$ cat src/rtl/probe_rec_pkg.sv
package probe_rec_pkg;
    typedef enum logic [2:0] {
        ST_IDLE = 3'd0,
        ST_FILL = 3'd1,
        ST_HUNT = 3'd2,
        ST_POST = 3'd3,
        ST_DONE = 3'd4
    } cap_state_e;
endpackage

$ cat src/rtl/probe_match.sv
// Masked equality comparator: hit when every cared-for bit equals the pattern.
module probe_match #(
    parameter int W = 32
) (
    input  logic [W-1:0] probe,
    input  logic [W-1:0] ref_val,
    input  logic [W-1:0] care,
    output logic         hit
);
    assign hit = ~|((probe ^ ref_val) & care);
endmodule

$ cat src/rtl/sample_ram.sv
// Simple dual-port sample store, registered read.
module sample_ram #(
    parameter int W     = 32,
    parameter int DEPTH = 64,
    localparam int AW   = $clog2(DEPTH)
) (
    input  logic          clk,
    input  logic          we,
    input  logic [AW-1:0] waddr,
    input  logic [W-1:0]  wdata,
    input  logic [AW-1:0] raddr,
    output logic [W-1:0]  rdata
);
    logic [W-1:0] mem [DEPTH];
    logic [W-1:0] rdata_q;

    always_ff @(posedge clk) begin
        if (we) mem[waddr] <= wdata;
        rdata_q <= mem[raddr];
    end

    assign rdata = rdata_q;
endmodule

$ cat src/rtl/capture_ctrl.sv
// Arm / pre-fill / hunt / post-capture sequencer.
module capture_ctrl
    import probe_rec_pkg::*;
#(
    parameter int DEPTH = 64,
    parameter int CNT_W = 8,
    localparam int AW   = $clog2(DEPTH)
) (
    input  logic             clk,
    input  logic             rst_n,
    input  logic             arm,
    input  logic [AW-1:0]    pre_cfg,
    input  logic [CNT_W-1:0] occ_cfg,
    input  logic             trig_hit,
    output logic             we,
    output logic [AW-1:0]    waddr,
    output logic [AW-1:0]    trig_addr,
    output logic [AW-1:0]    win_base,
    output logic             done,
    output logic [2:0]       state
);
    localparam logic [AW-1:0] LAST = AW'(DEPTH - 1);

    typedef struct packed {
        cap_state_e       st;
        logic [AW-1:0]    wr_ptr;
        logic [AW-1:0]    fill;
        logic [AW-1:0]    post_left;
        logic [CNT_W-1:0] occ;
        logic [CNT_W-1:0] goal;
        logic [AW-1:0]    pre;
        logic [AW-1:0]    trig;
    } ctrl_t;

    ctrl_t r_q, r_d;
    logic  we_d;

    always_comb begin
        r_d  = r_q;
        we_d = 1'b0;
        unique case (r_q.st)
            ST_IDLE, ST_DONE: begin
                if (arm) begin
                    r_d.st     = (pre_cfg == '0) ? ST_HUNT : ST_FILL;
                    r_d.wr_ptr = '0;
                    r_d.fill   = '0;
                    r_d.occ    = '0;
                    r_d.pre    = pre_cfg;
                    r_d.goal   = (occ_cfg == '0) ? CNT_W'(1) : occ_cfg;
                end
            end
            ST_FILL: begin
                we_d       = 1'b1;
                r_d.wr_ptr = r_q.wr_ptr + 1'b1;
                r_d.fill   = r_q.fill + 1'b1;
                if (AW'(r_q.fill + 1'b1) == r_q.pre) r_d.st = ST_HUNT;
            end
            ST_HUNT: begin
                we_d       = 1'b1;
                r_d.wr_ptr = r_q.wr_ptr + 1'b1;
                if (trig_hit) begin
                    r_d.occ = r_q.occ + 1'b1;
                    if (CNT_W'(r_q.occ + 1'b1) >= r_q.goal) begin
                        r_d.trig      = r_q.wr_ptr;
                        r_d.post_left = LAST - r_q.pre;
                        r_d.st        = ((LAST - r_q.pre) == '0) ? ST_DONE : ST_POST;
                    end
                end
            end
            ST_POST: begin
                we_d          = 1'b1;
                r_d.wr_ptr    = r_q.wr_ptr + 1'b1;
                r_d.post_left = r_q.post_left - 1'b1;
                if (r_q.post_left == AW'(1)) r_d.st = ST_DONE;
            end
            default: r_d.st = ST_IDLE;
        endcase
    end

    always_ff @(posedge clk) begin
        if (!rst_n) begin
            r_q <= '{st: ST_IDLE, default: '0};
        end else begin
            r_q <= r_d;
        end
    end

    assign we        = we_d;
    assign waddr     = r_q.wr_ptr;
    assign trig_addr = r_q.trig;
    assign win_base  = r_q.trig - r_q.pre;
    assign done      = (r_q.st == ST_DONE);
    assign state     = r_q.st;

    // Each capturing cycle advances the write pointer by exactly one.
    assert_wr_advance_R3: assert property (@(posedge clk) disable iff (!rst_n)
        (r_q.st == ST_FILL || r_q.st == ST_HUNT || r_q.st == ST_POST)
        |=> (r_q.wr_ptr == AW'($past(r_q.wr_ptr) + 1'b1)));

    // Pre-fill can never record a trigger position.
    assert_fill_no_trigger_R7: assert property (@(posedge clk) disable iff (!rst_n)
        (r_q.st == ST_FILL) |=> $stable(r_q.trig));

    // Post-capture runs to completion; an arm strobe cannot leave it early.
    assert_post_runs_R8: assert property (@(posedge clk) disable iff (!rst_n)
        (r_q.st == ST_POST) |=> (r_q.st == ST_POST || r_q.st == ST_DONE));

    // Arm during hunt is ignored: the capture keeps going.
    assert_arm_ignored_R2: assert property (@(posedge clk) disable iff (!rst_n)
        (r_q.st == ST_HUNT && arm) |=> (r_q.st != ST_IDLE && r_q.st != ST_FILL));

    // Done without arm keeps the buffer frozen.
    assert_hold_done_R12: assert property (@(posedge clk) disable iff (!rst_n)
        (r_q.st == ST_DONE && !arm) |=> ($stable(r_q.wr_ptr) && r_q.st == ST_DONE));
endmodule

$ cat src/rtl/probe_recorder.sv
module probe_recorder
    import probe_rec_pkg::*;
#(
    parameter int PROBE_W = 32,
    parameter int DEPTH   = 64,
    parameter int CNT_W   = 8,
    localparam int AW     = $clog2(DEPTH),
    localparam int N_CMP  = 2
) (
    input  logic               clk,
    input  logic               rst_n,
    input  logic               arm,
    input  logic [AW-1:0]      pre_count,
    input  logic [CNT_W-1:0]   occ_count,
    input  logic [PROBE_W-1:0] match_a_val,
    input  logic [PROBE_W-1:0] match_a_care,
    input  logic [PROBE_W-1:0] match_b_val,
    input  logic [PROBE_W-1:0] match_b_care,
    input  logic [PROBE_W-1:0] probe,
    input  logic [AW-1:0]      rd_addr,
    output logic [PROBE_W-1:0] rd_data,
    output logic               done,
    output logic [AW-1:0]      trig_addr,
    output logic [2:0]         state_o
);
    logic [PROBE_W-1:0] cmp_val  [N_CMP];
    logic [PROBE_W-1:0] cmp_care [N_CMP];
    logic [N_CMP-1:0]   cmp_hit;
    logic               we;
    logic [AW-1:0]      waddr, win_base, raddr;

    assign cmp_val[0]  = match_a_val;
    assign cmp_care[0] = match_a_care;
    assign cmp_val[1]  = match_b_val;
    assign cmp_care[1] = match_b_care;

    for (genvar g = 0; g < N_CMP; g++) begin : g_cmp
        probe_match #(.W(PROBE_W)) u_match (
            .probe   (probe),
            .ref_val (cmp_val[g]),
            .care    (cmp_care[g]),
            .hit     (cmp_hit[g])
        );
    end

    capture_ctrl #(.DEPTH(DEPTH), .CNT_W(CNT_W)) u_ctrl (
        .clk       (clk),
        .rst_n     (rst_n),
        .arm       (arm),
        .pre_cfg   (pre_count),
        .occ_cfg   (occ_count),
        .trig_hit  (&cmp_hit),
        .we        (we),
        .waddr     (waddr),
        .trig_addr (trig_addr),
        .win_base  (win_base),
        .done      (done),
        .state     (state_o)
    );

    assign raddr = win_base + rd_addr;

    sample_ram #(.W(PROBE_W), .DEPTH(DEPTH)) u_ram (
        .clk   (clk),
        .we    (we),
        .waddr (waddr),
        .wdata (probe),
        .raddr (raddr),
        .rdata (rd_data)
    );

    // With both care masks zero the trigger condition must be true.
    always_comb begin
        if (match_a_care == '0 && match_b_care == '0)
            assert_zero_mask_hit_R4: assert (&cmp_hit);
    end
endmodule

$ cat config.mk
export PLATFORM = sky130hd
export DESIGN_NAME = probe_recorder
export DESIGN_NICKNAME = d
export VERILOG_FILES = /design/src/rtl/probe_rec_pkg.sv /design/src/rtl/probe_match.sv /design/src/rtl/sample_ram.sv /design/src/rtl/capture_ctrl.sv /design/src/rtl/probe_recorder.sv
export SDC_FILE = /design/constraint.sdc
export NUM_CORES = 2
export LEC_CHECK = 0
export BUFFER_PORTS_ARGS = -buffer_cell sky130_fd_sc_hd__buf_2
export CORE_MARGIN = 2
export CORE_UTILIZATION = 25
export CTS_BUF_LIST = sky130_fd_sc_hd__clkbuf_4
export CTS_CLUSTER_SIZE = 20
export DETAILED_ROUTE_END_ITERATION = 6
export PLACE_DENSITY = 0.38
export SLEW_MARGIN = 5
export SYNTH_ARGS = -nofsm -noshare
export SYNTH_HDL_FRONTEND = slang
export SYNTH_SLANG_ARGS = --single-unit
export TNS_END_PERCENT = 5
$ cat constraint.sdc
create_clock -name clk -period 4.05 [get_ports clk]
set_clock_uncertainty 0.05 [all_clocks]
set_input_delay 0.81 -clock clk [delete_from_list [all_inputs] [get_ports clk]]
set_output_delay 0.81 -clock clk [all_outputs]
set_load 0.02 [all_outputs]
==> metrics.log <==
INFO  metric result_of_the_run = complete, but fails checks
INFO  metric violations_in_the_final_reports = negative setup slack
INFO  metric clock_tree.buffer_depth = 4
INFO  metric postSynthCellCount = 3619
INFO  metric ant_nets = 0
INFO  metric number_of_synthesized_register_bits = 2129
INFO  metric multi_input_area = 19200 um2
INFO  metric yosysTopAreaCellShare = 74.3%
INFO  metric cap_violations = 0
INFO  metric initial_core_util = 25.1%
INFO  metric dr_total_vias = 43200
INFO  metric die_area = 335000 um2
INFO  metric fin_crit = 4.06 ns
INFO  metric io_buffers = 224
INFO  metric power_density = 616 nW/um2
INFO  metric timing_worst_slew_pin_value = 1.12 ns
INFO  metric drt_wl_total = 275000 um
INFO  metric cts_root_buffer = sky130_fd_sc_hd__clkbuf_4
INFO  metric first_global_vias = 45900
INFO  metric layout_worst_path_cycle_share = 100%
INFO  metric clock_sinks = 2129
INFO  metric path_clk_slew = 0.06 ns
INFO  metric syn_to_final_growth = 23.5%
INFO  metric cp_slowest_cell = sky130_fd_sc_hd__fa_4
INFO  metric floorplan.io_pins = 225
INFO  metric criticalPathCategory = reg2reg
INFO  metric cp_max_fo = 9
INFO  metric yosysSeqAreaShare = 76.3%
INFO  metric final_setup_violation_count = 1
INFO  metric remaining_drc_errors = 0
INFO  metric ys_top_cells_by_count = sky130_fd_sc_hd__edfxtp_1 (2048), sky130_fd_sc_hd__mux4_2 (640), sky130_fd_sc_hd__nor2_1 (99)
INFO  metric post_route_cells_drive_above_1_share = 44.5%
INFO  metric rsz0062_at_grt = true
INFO  metric largest_net_degree_at_the_start_of_global_routing = 65
INFO  metric gr-total-overflow = 0
INFO  metric cp-start-kind = register
INFO  metric netlist_top_cells_area = sky130_fd_sc_hd__edfxtp_1 (74%), sky130_fd_sc_hd__mux4_2 (17%), sky130_fd_sc_hd__dfxtp_1 (2.0%)
INFO  metric fin_ws = -0.00546 ns
INFO  metric timing_max_transition_violations_final = 0
INFO  metric critical-path-max-stage-delay = 0.87 ns
INFO  metric hpwlAfterDp = 160000 um
INFO  metric total_leakage_power = 32.9 nW
INFO  metric wire_per_inst = 28.9 um
INFO  metric die_width = 579 um
INFO  metric peakVddDrop = 476 uV
INFO  metric synth-edff-count = 2048
INFO  metric crit-reg2reg-launch = u_ctrl.trig_addr[1]$_SDFFE_PN0P_
INFO  metric drt_iter0_markers = 3570
INFO  metric placer_s_final_routability_congestion_estimate = 0.741
INFO  metric critPathMostFrequentCell = sky130_fd_sc_hd__mux4_2
INFO  metric timing.max_slew.rel_slack = 25.2%
INFO  metric grt_antenna_before_repair = 36
INFO  metric synthesis.area_per_instance = 22.9 um2
INFO  metric fraction_of_registers_with_async_set_or_reset_after_synthesis = 0%
INFO  metric die_y = 579 um
INFO  metric place_ws = -1.30 ns
INFO  metric worstPathCellList = inv_1 > fa_1 > inv_2 > fa_4 > buf_12 > buf_4 > mux4_2 > mux4_2 > nor2b_1 > a211oi_1 > a21oi_1
INFO  metric min-delay-path-class = in2reg
INFO  metric sequential_cell_area = 63100 um2
INFO  metric max_clock_freq = 0.247 GHz
INFO  metric track_usage = 16.2%
INFO  metric totalPowerFinal = 0.0629 W
INFO  metric core_region_area = 330000 um2
INFO  metric drtPass1Iterations = 5
INFO  metric worst_hold_slack = 0.221 ns
INFO  metric synthesis.nets = 3826
INFO  metric synth_ff_type = sky130_fd_sc_hd__edfxtp_1
INFO  metric synth.distinct_cells = 63
INFO  metric syn_area = 82700 um2
INFO  metric grt_first_pass_wirelength = 373000 um
INFO  metric dpl_cell_area = 92900 um2
INFO  metric cp-startpoint = u_ctrl.trig_addr[1]$_SDFFE_PN0P_
INFO  metric finish.net_count = 4914
INFO  metric h_tree_levels = 6
INFO  metric insertion_delay = 1.45 ns
INFO  metric timing.critical_path.arrival = 5.31 ns
INFO  metric layout.cell_area.non_filler = 102000 um2
INFO  metric hold_viol = 0
INFO  metric synth_area_leader_cell = sky130_fd_sc_hd__edfxtp_1
INFO  metric hold_start = probe[0]
INFO  metric tritoncts_clock_tree = yes
INFO  metric critical_path_required = 5.30 ns
INFO  metric synth-warning-count = 0
INFO  metric site_row_count = 211
INFO  metric worst_setup_path_end_kind = register
INFO  metric vias_per_cell = 4.53
INFO  metric fillerInstances = 31900
INFO  metric cts_made_buffers = 594
INFO  metric post-synth-top-count-cell = sky130_fd_sc_hd__edfxtp_1
==> report_power, final <==
| part | leakage [nW] | switching (W) | total (W) | internal [W] |
|---|---|---|---|---|
| logic | 9.29 | 0.00928 | 0.0174 | 0.00810 |
| clock network | 4.56 | 0.00932 | 0.0204 | 0.0110 |
| registers | 19.1 | 0.000523 | 0.0252 | 0.0247 |
==> layout make-up <==
class,instances,share of cell area (%)
inverter,36,0.132
timing repair buffer,685,6.24
antenna,13,0.0318
multi-input combinational,1261,18.8
sequential,2129,61.8
clock inverter,165,1.27
clock buffer,867,6.37
tap,4366,5.35
==> registers in the layout, summed over array words and instances (netlist names) <==
register and flops:
u_ram.rdata 32, u_ctrl.waddr 6, u_ctrl.state 3, u_ctrl.trig_addr 6, u_ctrl.r_q 34, u_ram.mem 2048
==> cell usage in the layout, fill, tap and decap left out, types with 65 or more instances in the layout <==
cell,n
sky130_fd_sc_hd__mux4_2,640
sky130_fd_sc_hd__edfxtp_1,2048
sky130_fd_sc_hd__a21oi_1,65
sky130_fd_sc_hd__buf_4,252
sky130_fd_sc_hd__buf_12,99
sky130_fd_sc_hd__dfxtp_1,77
sky130_fd_sc_hd__clkbuf_4,868
sky130_fd_sc_hd__clkinv_1,93
sky130_fd_sc_hd__buf_2,223
sky130_fd_sc_hd__dlygate4sd3_1,87
==> metal layers <==
| layer | part of all wire [%] | track usage (%) | wire (um) | vias to the layer above |
|---|---|---|---|---|
| li1 | - | - | - | 18000 |
| met1 | 42 | 20.8 | 116000 | 23400 |
| met4 | 2.7 | 5.37 | 7440 | 12 |
| met5 | 0.026 | 0 | 71 | - |
| met2 | 50 | 27.4 | 137000 | 1341 |
| met3 | 5.3 | 3.19 | 14500 | 412 |
==> cell families after synthesis <==
kind of cell               Yosys count  share of synthesized area [%]
and+or+nand+nor                    298                           1.75
DFF                               2129                           76.3
adders and majority gates           24                          0.408
muxes                              682                           17.9
xor gates and xnor gates            75                          0.794
AOI/OAI and AO/OA                  182                           1.46
buffers and inverters              229                           1.34
==> critical path, delay by kind of cell, from the launching register on <==
kind / cells / cell delay (ns)
fa+ha+maj: 2 / 1.36
simple gates: 1 / 0.17
compound gates: 2 / 0.61
flops: 1 / 0.33
mux: 2 / 0.90
buf+inv: 4 / 0.49
==> stage by stage <==
step                util, %  TNS [ns]  instances
global placement       28.2    -23.23       8373
finish                 31.0  -0.00546       9522
CTS                    30.9    -0.124       9495
detailed placement     28.2    -22.33       8373
global route           31.0     -1.61       9512
floorplan                 -         0       3619
==> what timing repair did <==
action / in CTS / in global routing
hold buffers: 89 / 0
setup endpoints to repair: 16 / 29
pin swaps: 3 / 2
setup buffers: 0 / 8
hold endpoints to repair: 599 / 0
gates cloned: 1 / 6
resized for setup: 28 / 33
==> path summary, 6_finish.rpt <==
| check | depth (start not counted) | endpoint | slack [ns] |
|---|---|---|---|
| min reg2reg | 2 | u_ctrl.r_q[15]$_SDFFE_PN0P_ | 0.40 |
| max reg2reg | 11 | u_ram.rdata[27]$_DFF_P_ | -0.005 |
| min | 2 | u_ram.mem[20][0]$_DFFE_PP_ | 0.22 |
| max | 11 | u_ram.rdata[27]$_DFF_P_ | -0.005 |
Power figures use the tool's default switching activity.
